File: src/rtl/nbb_pkg.sv
package nbb_pkg;
  localparam int OFF_DATA  = 0;
  localparam int OFF_MODE  = 4;
  localparam int OFF_STAT  = 5;
  localparam int OFF_ISR   = 6;
  localparam int OFF_MASK  = 7;

  localparam int MODE_CLE_BIT = 0;
  localparam int MODE_ALE_BIT = 1;
  localparam int MODE_CE_BIT  = 4;
  localparam int MODE_WE_BIT  = 7;

  typedef enum logic [1:0] {
    PH_IDLE = 2'd0,
    PH_LOW  = 2'd1,
    PH_HIGH = 2'd2
  } phase_t;

  // Byte lane idx of a 16-bit word; lane 0 goes out/comes in first.
  function automatic logic [7:0] lane_of(input logic [15:0] word, input logic idx);
    return idx ? word[15:8] : word[7:0];
  endfunction

  // Clocks a data-port access keeps the host waiting.
  function automatic int access_clocks(input int strobe_clks, input logic wide);
    return 2 * strobe_clks * (wide ? 2 : 1);
  endfunction
endpackage

File: src/rtl/nbb_rb_sync.sv
module nbb_rb_sync (
  input  logic clk,
  input  logic rst_n,
  input  logic rb_async,
  output logic busy,
  output logic rise
);
  logic s1_q, s2_q, prev_q;

  always_ff @(posedge clk or negedge rst_n) begin
    if (!rst_n) begin
      s1_q   <= 1'b1;
      s2_q   <= 1'b1;
      prev_q <= 1'b1;
    end else begin
      s1_q   <= rb_async;
      s2_q   <= s1_q;
      prev_q <= s2_q;
    end
  end

  assign busy = !s2_q;
  assign rise = s2_q && !prev_q;
endmodule

File: src/rtl/nbb_byte_seq.sv
module nbb_byte_seq
  import nbb_pkg::*;
#(
  parameter int STROBE_CLKS = 3
) (
  input  logic        clk,
  input  logic        rst_n,
  input  logic        start,
  input  logic        wr,
  input  logic        wide,
  input  logic [15:0] wdata,
  input  logic [7:0]  dq_i,
  output logic        active,
  output logic        last_tick,
  output logic [15:0] rdata,
  output logic        we_n,
  output logic        re_n,
  output logic [7:0]  dq_o,
  output logic        dq_oe
);
  localparam int CW = (STROBE_CLKS > 1) ? $clog2(STROBE_CLKS) : 1;
  localparam logic [CW-1:0] CNT_MAX = CW'(STROBE_CLKS - 1);

  phase_t        phase_q;
  logic [CW-1:0] cnt_q;
  logic          idx_q;
  logic          wr_q, wide_q;
  logic [15:0]   wdata_q;
  logic [15:0]   rbuf_q;
  logic          phase_end;

  assign phase_end = (cnt_q == CNT_MAX);

  always_ff @(posedge clk or negedge rst_n) begin
    if (!rst_n) begin
      phase_q <= PH_IDLE;
      cnt_q   <= '0;
      idx_q   <= 1'b0;
      wr_q    <= 1'b0;
      wide_q  <= 1'b0;
      wdata_q <= '0;
      rbuf_q  <= '0;
    end else begin
      unique case (phase_q)
        PH_IDLE: begin
          if (start) begin
            phase_q <= PH_LOW;
            cnt_q   <= '0;
            idx_q   <= 1'b0;
            wr_q    <= wr;
            wide_q  <= wide;
            wdata_q <= wdata;
            rbuf_q  <= '0;
          end
        end
        PH_LOW: begin
          if (phase_end) begin
            if (!wr_q) begin
              if (idx_q) rbuf_q[15:8] <= dq_i;
              else       rbuf_q[7:0]  <= dq_i;
            end
            phase_q <= PH_HIGH;
            cnt_q   <= '0;
          end else begin
            cnt_q <= cnt_q + 1'b1;
          end
        end
        PH_HIGH: begin
          if (phase_end) begin
            cnt_q <= '0;
            if (idx_q == wide_q) begin
              phase_q <= PH_IDLE;
            end else begin
              phase_q <= PH_LOW;
              idx_q   <= 1'b1;
            end
          end else begin
            cnt_q <= cnt_q + 1'b1;
          end
        end
        default: phase_q <= PH_IDLE;
      endcase
    end
  end

  assign active    = (phase_q != PH_IDLE);
  assign last_tick = (phase_q == PH_HIGH) && phase_end && (idx_q == wide_q);
  assign rdata     = rbuf_q;
  assign we_n      = !((phase_q == PH_LOW) && wr_q);
  assign re_n      = !((phase_q == PH_LOW) && !wr_q);
  assign dq_o      = lane_of(wdata_q, idx_q);
  assign dq_oe     = active && wr_q;
endmodule

File: src/rtl/nbb_irq.sv
module nbb_irq (
  input  logic       clk,
  input  logic       rst_n,
  input  logic       rise,
  input  logic       isr_we,
  input  logic       mask_we,
  input  logic [7:0] wdata,
  output logic       isr_q,
  output logic [7:0] mask_q,
  output logic       irq
);
  always_ff @(posedge clk or negedge rst_n) begin
    if (!rst_n) begin
      isr_q  <= 1'b0;
      mask_q <= '0;
    end else begin
      if (rise)                     isr_q <= 1'b1;
      else if (isr_we && wdata[0])  isr_q <= 1'b0;
      if (mask_we) mask_q <= wdata;
    end
  end

  assign irq = isr_q && mask_q[0];
endmodule

File: src/rtl/nand_bus_bridge.sv
module nand_bus_bridge
  import nbb_pkg::*;
#(
  parameter int STROBE_CLKS = 3,
  parameter int ADDR_W      = 3
) (
  input  logic              clk,
  input  logic              rst_n,
  input  logic              hb_req,
  input  logic              hb_we,
  input  logic              hb_wide,
  input  logic [ADDR_W-1:0] hb_addr,
  input  logic [15:0]       hb_wdata,
  output logic [15:0]       hb_rdata,
  output logic              hb_ack,
  output logic              hb_wait,
  output logic              nd_cle,
  output logic              nd_ale,
  output logic              nd_ce_n,
  output logic              nd_wr_en,
  output logic              nd_we_n,
  output logic              nd_re_n,
  output logic [7:0]        nd_dq_o,
  output logic              nd_dq_oe,
  input  logic [7:0]        nd_dq_i,
  input  logic              nd_rb,
  output logic              irq
);
  logic        accept, sel_data, sel_mode, sel_stat, sel_isr, sel_mask;
  logic        reg_acc;
  logic        seq_active, seq_last;
  logic [15:0] seq_rdata;
  logic        rb_busy, rdy_rise;
  logic        isr_q;
  logic [7:0]  mask_q;
  logic [7:0]  mode_q;
  logic [7:0]  reg_rd;

  assign accept   = hb_req && !seq_active;
  assign sel_data = (hb_addr == ADDR_W'(OFF_DATA));
  assign sel_mode = (hb_addr == ADDR_W'(OFF_MODE));
  assign sel_stat = (hb_addr == ADDR_W'(OFF_STAT));
  assign sel_isr  = (hb_addr == ADDR_W'(OFF_ISR));
  assign sel_mask = (hb_addr == ADDR_W'(OFF_MASK));
  assign reg_acc  = accept && !sel_data;

  nbb_rb_sync u_sync (
    .clk(clk), .rst_n(rst_n), .rb_async(nd_rb),
    .busy(rb_busy), .rise(rdy_rise)
  );

  nbb_byte_seq #(.STROBE_CLKS(STROBE_CLKS)) u_seq (
    .clk(clk), .rst_n(rst_n),
    .start(accept && sel_data), .wr(hb_we), .wide(hb_wide),
    .wdata(hb_wdata), .dq_i(nd_dq_i),
    .active(seq_active), .last_tick(seq_last), .rdata(seq_rdata),
    .we_n(nd_we_n), .re_n(nd_re_n), .dq_o(nd_dq_o), .dq_oe(nd_dq_oe)
  );

  nbb_irq u_irq (
    .clk(clk), .rst_n(rst_n), .rise(rdy_rise),
    .isr_we(reg_acc && hb_we && sel_isr),
    .mask_we(reg_acc && hb_we && sel_mask),
    .wdata(hb_wdata[7:0]),
    .isr_q(isr_q), .mask_q(mask_q), .irq(irq)
  );

  always_comb begin
    reg_rd = '0;
    if (sel_mode) reg_rd = mode_q;
    if (sel_stat) reg_rd = {rb_busy, 7'b0};
    if (sel_isr)  reg_rd = {7'b0, isr_q};
    if (sel_mask) reg_rd = mask_q;
  end

  always_ff @(posedge clk or negedge rst_n) begin
    if (!rst_n) begin
      mode_q   <= '0;
      hb_ack   <= 1'b0;
      hb_rdata <= '0;
    end else begin
      hb_ack <= reg_acc || seq_last;
      if (reg_acc && hb_we && sel_mode) mode_q <= hb_wdata[7:0];
      if (reg_acc)       hb_rdata <= hb_we ? 16'h0 : {8'h00, reg_rd};
      else if (seq_last) hb_rdata <= seq_rdata;
    end
  end

  assign hb_wait  = seq_active;
  assign nd_cle   = mode_q[MODE_CLE_BIT];
  assign nd_ale   = mode_q[MODE_ALE_BIT];
  assign nd_ce_n  = !mode_q[MODE_CE_BIT];
  assign nd_wr_en = mode_q[MODE_WE_BIT];
endmodule

File: config.mk
export PLATFORM = sky130hd
export DESIGN_NAME = nand_bus_bridge
export DESIGN_NICKNAME = d
export VERILOG_FILES = /design/src/rtl/nbb_pkg.sv /design/src/rtl/nbb_rb_sync.sv /design/src/rtl/nbb_byte_seq.sv /design/src/rtl/nbb_irq.sv /design/src/rtl/nand_bus_bridge.sv
export SDC_FILE = /design/constraint.sdc
export NUM_CORES = 1
export LEC_CHECK = 0
export ABC_AREA = 1
export BUFFER_PORTS_ARGS = -buffer_cell sky130_fd_sc_hd__clkbuf_2
export CAP_MARGIN = 20
export CELL_PAD_IN_SITES_DETAIL_PLACEMENT = 0
export CELL_PAD_IN_SITES_GLOBAL_PLACEMENT = 1
export CORE_MARGIN = 5
export CORE_UTILIZATION = 25
export CTS_BUF_LIST = sky130_fd_sc_hd__clkbuf_8
export DETAILED_ROUTE_END_ITERATION = 6
export GPL_ROUTABILITY_DRIVEN = 0
export HOLD_SLACK_MARGIN = 0.06
export PLACE_DENSITY_LB_ADDON = 0.1
export SYNTH_ARGS = -nofsm -noshare
export SYNTH_HDL_FRONTEND = slang
export SYNTH_SLANG_ARGS = --single-unit
File: constraint.sdc
create_clock -name clk -period 3.2 [get_ports clk]
set_input_delay 0.16 -clock clk [delete_from_list [all_inputs] [get_ports clk]]
set_output_delay 0.16 -clock clk [all_outputs]
set_load 0.01 [all_outputs]
==> impl_metrics.yaml, run 1 <==
sta:
  finalCritPeriodShare: 0.649
  max_slew_margin: 0.643
  fin_worst_skew_ns: 0.00745
  clock.fmax_mhz: 481
  whs_ns: 0.0828
  finalHoldViolations: 0
  finalMaxSlewViolations: 0
  worst_pin_slew_ns: 0.536
  rsz0062_at_grt: "false"
  finalWorstPathRequiredPeriod_ns: 2.08
  finalSetupViolations: 0
  fin_setup_tns_ns: 0
detailed_routing:
  postRouteAntennaNets: 0
  vias_per_cell: 4.18
  routed_wl_um: 8940
  drc: 0
  drt_iter0_drc: 136
  post_drt_wl_per_cell_um: 13.8
  vias: 2712
  first_pass_iters: 4
clocking:
  insertion_delay_ns: 0.36
  cts_tree: "done"
  cts_root_buf: "clkbuf_8"
  cts.clk_slew.worst_paths_ns: 0.08
  cts_sinks: 76
  cts_made_buffers: 9
  cts_resized: 0
  htree_levels: 3
  clock_path_buffers: 2
placed_design:
  hpwl_um: 6300
  io_buffers: 66
  placed_area_um2: 3950
cells_and_area:
  fin_area_um2: 4360
  area_growth_pct: 25.7
  nets: 502
  n_antenna_cell: 0
  drive_above_1_share: 0.254
min_path:
  hold_path_class: "in -> reg"
  hold_end: "u_irq.mask_q[3]"
  min_delay_path_depth: 3
  holdCritStartpoint: "hb_wdata[3]"
synth:
  synth_area_leader_cell: "dfrtp_1"
  ys_seq_area_frac: 0.549
  synthDistinctLibCells: 26
  synth_edf_count: 0
  synth_top_area_frac: 0.527
  dominantRegCellSynth: "dfrtp_1"
  synthCells: 385
  ys_ff_latch: 76
  muxShareOfSynthArea: 0.0260
  synth-simple-area-share: 0.235
  synth_xor_area_frac: 0
  synth.avg_cell_area_um2: 9.01
  synth_nets: 423
  synth.cell_area_um2: 3470
  synth_compound_area_frac: 0.117
  yosysWarnings: 0
  yosysMostFrequentCell: "nand2_1"
  synth-adder-area-share: 0.0180
  async_flop_share: 1.00
  synth_top_family_by_area: "simple AND/OR/NAND/NOR gates"
  synth_common_cells: "nand2_1 (137), dfrtp_1 (73), o21ai_0 (31)"
  ys_top_cells_by_area: "dfrtp_1 (53%), nand2_1 (15%), o21ai_0 (4.5%)"
worst_setup_path:
  cp_slowest_cell: "dfrtp_1"
  crit_path_cell_trace: "inv_1 -> ha_1 -> nand2_1 -> inv_2 -> nand3_2 -> buf_4 -> nand2_4 -> nand3_4 -> nand2_1 -> o21ai_2"
  timing.reg2reg.setup_slack_ns: 1.12
  crit_fanout: 30
  rr_worst_depth: 10
  worstSetupPathType: "reg -> reg"
  cp_data_required_time_ns: 3.45
  r2r-start: "u_seq.phase_q[0]"
  rr_endpoint: "u_seq.rdata[6]"
  cp-start-kind: "register"
  cpPeakStageDelay_ns: 0.43
  arrival_ns: 2.33
  end_kind: "register"
  crit_top_cell: "nand2_1"
floorplanning:
  die_area_um2: 16300
  die_width_um: 128
  top_level_ports: 67
  die_h_um: 128
  rows: 43
  initial_utilization: 0.253
  fp.coreArea_um2: 13700
power:
  vdd_drop_max_uv: 357
  power_density_nw_per_um2: 947
  leakage_uw: 0.00220
grt:
  grt_pass1_wl_um: 14900
  antenna_found_initial: 0
  gr-total-overflow: 0
  grt_pass1_vias: 2744
  grt.total_usage: 0.118
  grt_max_degree: 77
flow_run:
  cap_violations: 0
status:
  status: "completed"
==> metal layers <==
| metal | GRT usage | up-vias | share of wire |
|---|---|---|---|
| met3 | 0.0279 | 12 | 0.050 |
| met5 | 0 | - | 0 |
| met2 | 0.176 | 48 | 0.45 |
| li1 | - | 1399 | - |
| met1 | 0.163 | 1253 | 0.48 |
| met4 | 0.0524 | 0 | 0.019 |
==> cell type report <==
type                            instances  area (um2)
Clock buffer                           13         179
Clock inverter                          3        90.1
Multi-Input combinational cell        268        1370
Tap cell                              180         225
Timing Repair Buffer                   80         480
Fill cell                            1533        9360
Sequential cell                        76        1910
Inverter                               29         109
==> cell usage in the layout (no fill, tap or decap), types with 3 or more instances in the layout <==
cell and count:
nand2_1 137, dfrtp_1 73, clkbuf_2 65, o21ai_0 31, inv_1 26, nand3_1 18
nor2_1 16, o21ai_2 16, clkbuf_8 13, dlygate4sd3_1 12, o21ai_1 11, a21oi_1 11
mux2_1 8, ha_1 5, inv_2 3, nand2_4 3, bufinv_16 3, dfstp_2 3
==> worst max path at each step <==
| stage | start | endpoint | slack [ns] |
|---|---|---|---|
| after floorplan | u_seq.phase_q[0] | u_seq.wdata_q[10] | 1.55 |
| after global placement | u_seq.idx_q | hb_rdata[13] | 1.19 |
| after detailed placement | u_seq.phase_q[1] | u_seq.rdata[6] | 1.09 |
| after CTS | u_seq.phase_q[1] | u_seq.rdata[6] | 1.06 |
| after global routing | u_seq.phase_q[1] | u_seq.rdata[0] | 0.90 |
| final | u_seq.phase_q[0] | u_seq.rdata[6] | 1.12 |
==> critical path: cells and delay by family (launching register included) <==
kind	cells	cell delay [ns]
simple gates	5	0.67
buf+inv	3	0.46
flops	1	0.43
fa+ha+maj	1	0.33
compound gates	1	0.06
==> power breakdown <==
group | switching, uW | total (uW) | internal [uW]
sequential | 276 | 1670 | 1390
combinational | 926 | 1490 | 565
clock | 373 | 977 | 604
total | 1580 | 4130 | 2560
==> logic make-up after synthesis <==
| family | after synthesis |
|---|---|
| and+or+nand+nor | 186 |
| muxes | 8 |
| DFF | 76 |
| adders and majority gates | 5 |
| buffers and inverters | 41 |
| AOI/OAI and AO/OA | 69 |
==> flip-flops by register name (all words and copies together), names as in the netlist, 2 cells and up <==
signal,cells
hb_rdata,16
u_seq.rdata,16
u_seq.wdata_q,16
mode_q,8
u_irq.mask_q,8
u_seq.cnt_q,2
u_seq.phase_q,2
==> per-stage QoR <==
stage                      util  instances  setup slack [ns]  total power, uW
after detailed placement  0.288        620              1.09             3220
final                     0.318        649              1.12             4130
after global routing      0.318        649             0.898             4510
after CTS                 0.317        648              1.06             4240
after floorplan               -        385              1.55             2700
after global placement    0.288        620              1.19             3190
==> what timing repair did <==
item | CTS | global route
buffers inserted | 0 | 0
hold buffers | 12 | 0
hold endpoints to repair | 84 | 0
Power figures use the tool's default switching activity.
==> run 2, diff against run 1 <==
==> constraint.sdc (replaced) <==
create_clock -name clk -period 1.92 [get_ports clk]
set_input_delay 0.096 -clock clk [delete_from_list [all_inputs] [get_ports clk]]
set_output_delay 0.096 -clock clk [all_outputs]
set_load 0.01 [all_outputs]
==> run 2 against run 1 <==
Sequential cell count did not move. Die area did not move. First-iteration DRC count fell by 47%. Largest power group unchanged. Cell count rose by 3.5%. Highest routed layer unchanged.
==> impl_metrics.yaml, run 2 (synthesized netlist as in run 1, its figures left out) <==
flow_run:
  cap_violations: 0
min_path:
  holdCritStartpoint: "hb_wdata[0]"
  min_delay_path_depth: 3
  hold_end: "u_irq.mask_q[0]"
  hold_path_class: "in -> reg"
worst_setup_path:
  cp_data_required_time_ns: 2.16
  cp-start-kind: "register"
  rr_worst_depth: 7
  rr_endpoint: "u_seq.wdata_q[10]"
  arrival_ns: 1.97
  end_kind: "register"
  worstSetupPathType: "reg -> reg"
  crit_fanout: 29
  r2r-start: "u_seq.phase_q[0]"
  timing.reg2reg.setup_slack_ns: 0.19
floorplanning:
  top_level_ports: 67
  rows: 43
  die_area_um2: 16300
  fp.coreArea_um2: 13700
  initial_utilization: 0.253
  die_width_um: 128
  die_h_um: 128
detailed_routing:
  post_drt_wl_per_cell_um: 13.3
  drt_iter0_drc: 72
  first_pass_iters: 4
  vias: 2767
  drc: 0
  vias_per_cell: 4.12
  routed_wl_um: 8910
  postRouteAntennaNets: 0
clocking:
  cts_tree: "done"
  cts.clk_slew.worst_paths_ns: 0.08
  clock_path_buffers: 2
  cts_root_buf: "clkbuf_8"
  cts_sinks: 76
  insertion_delay_ns: 0.35
  htree_levels: 3
  cts_resized: 0
  cts_made_buffers: 9
cells_and_area:
  nFillCells: 1463
  drive_above_1_share: 0.258
  nets: 525
  final_common_cell: "nand2_1"
  layoutNonFillerInstCount: 672
  final_cell_mix: "nand2_1 (137), dfrtp_1 (73), clkbuf_2 (65)"
  area_growth_pct: 31.6
  n_antenna_cell: 0
power:
  leakage_uw: 0.00230
  power_density_nw_per_um2: 1530
  switchingPower_uw: 2650
  p_int_uw: 4330
  clockPowerShare: 0.220
  p_sw_frac: 0.380
  pwr-share-comb: 0.385
  seqPwrFrac: 0.395
  vdd_drop_max_uv: 500
sta:
  whs_ns: 0.0842
  max_slew_margin: 0.648
  finalMaxSlewViolations: 0
  finalWorstPathRequiredPeriod_ns: 1.73
  finalCritPeriodShare: 0.902
  fin_ws_ns: 0.188
  finalSetupViolations: 0
  worst_pin_slew_ns: 0.528
  finalHoldViolations: 0
  rsz0062_at_grt: "false"
  fin_worst_skew_ns: 0.00505
  fin_setup_tns_ns: 0
  clock.fmax_mhz: 577
grt:
  grt_pass1_vias: 2865
  grt_pass1_wl_um: 15100
  antenna_found_initial: 0
  grt_max_degree: 41
  grt.total_usage: 0.118
  gr-total-overflow: 0
status:
  status: "completed"
placed_design:
  io_buffers: 66
  hpwl_um: 6410
  dp.cells: 629
  dp_slack_ns: 0.192
[run 2: cell types whose count changed in the layout (fill, tap and decap cells not counted)]
cell	before	now
buf_12	1	2
buf_4	2	10
clkbuf_8	13	11
clkinv_2	0	1
dlygate4sd3_1	12	26
inv_1	26	27
[run 2: worst max path at each step]
stage	startpoint	endpoint	slack (ns)
5_1_grt	u_seq.phase_q[0]	u_seq.wdata_q[11]	0.05
3_5_place_dp	u_seq.phase_q[0]	u_seq.wdata_q[10]	0.19
2_1_floorplan	u_seq.phase_q[0]	u_seq.wdata_q[10]	0.27
3_3_place_gp	u_seq.phase_q[0]	u_seq.rdata[14]	0.23
6_report	u_seq.phase_q[0]	u_seq.wdata_q[10]	0.19
4_1_cts	u_seq.phase_q[0]	u_seq.wdata_q[10]	0.17
[run 2: layout make-up]
type	count	area (um2)	area share
Clock buffer	11	151	0.0332
Inverter	29	109	0.0238
Timing Repair Buffer	103	701	0.154
Clock inverter	5	98.8	0.0217
Sequential cell	76	1910	0.417
Tap cell	180	225	0.0493
Multi-Input combinational cell	268	1370	0.301
[run 2: power groups by stage]
stage / logic [uW] / registers, uW / clock network [uW]
floorplan: 1750 / 2760 / 0
global placement: 2630 / 2780 / 0
detailed placement: 2650 / 2790 / 0
CTS: 2700 / 2770 / 1590
global route: 3100 / 2860 / 1650
finish: 2690 / 2760 / 1530
[run 2: metrics by stage]
stage,utilization,power [uW],instance area [um2]
global placement,0.294,5410,4030
finish,0.333,6970,4560
CTS,0.331,7060,4540
floorplan,-,4500,3470
detailed placement,0.294,5440,4030
global route,0.333,7610,4560
[run 2: worst max-delay path, stage by stage, from the launching register on]
cell and delay [ns]:
dfrtp_1 0.42, inv_1 0.09, ha_1 0.21, nand2_1 0.07, inv_2 0.07, nand3_2 0.09
buf_4 0.30, mux2_1 0.36
[run 2: timing repair]
action                     4_1_cts  5_1_grt
setup endpoints to repair        0        1
buffers inserted                 0        1
hold buffers                    26        0
hold endpoints to repair        75        0
[run 2: metal layers]
metal	GRT usage	vias to the layer above	routed length (um)
met5	0	-	0
met4	0.0449	0	149
met3	0.0325	12	438
met2	0.177	47	3990
met1	0.164	1271	4330
li1	-	1437	-
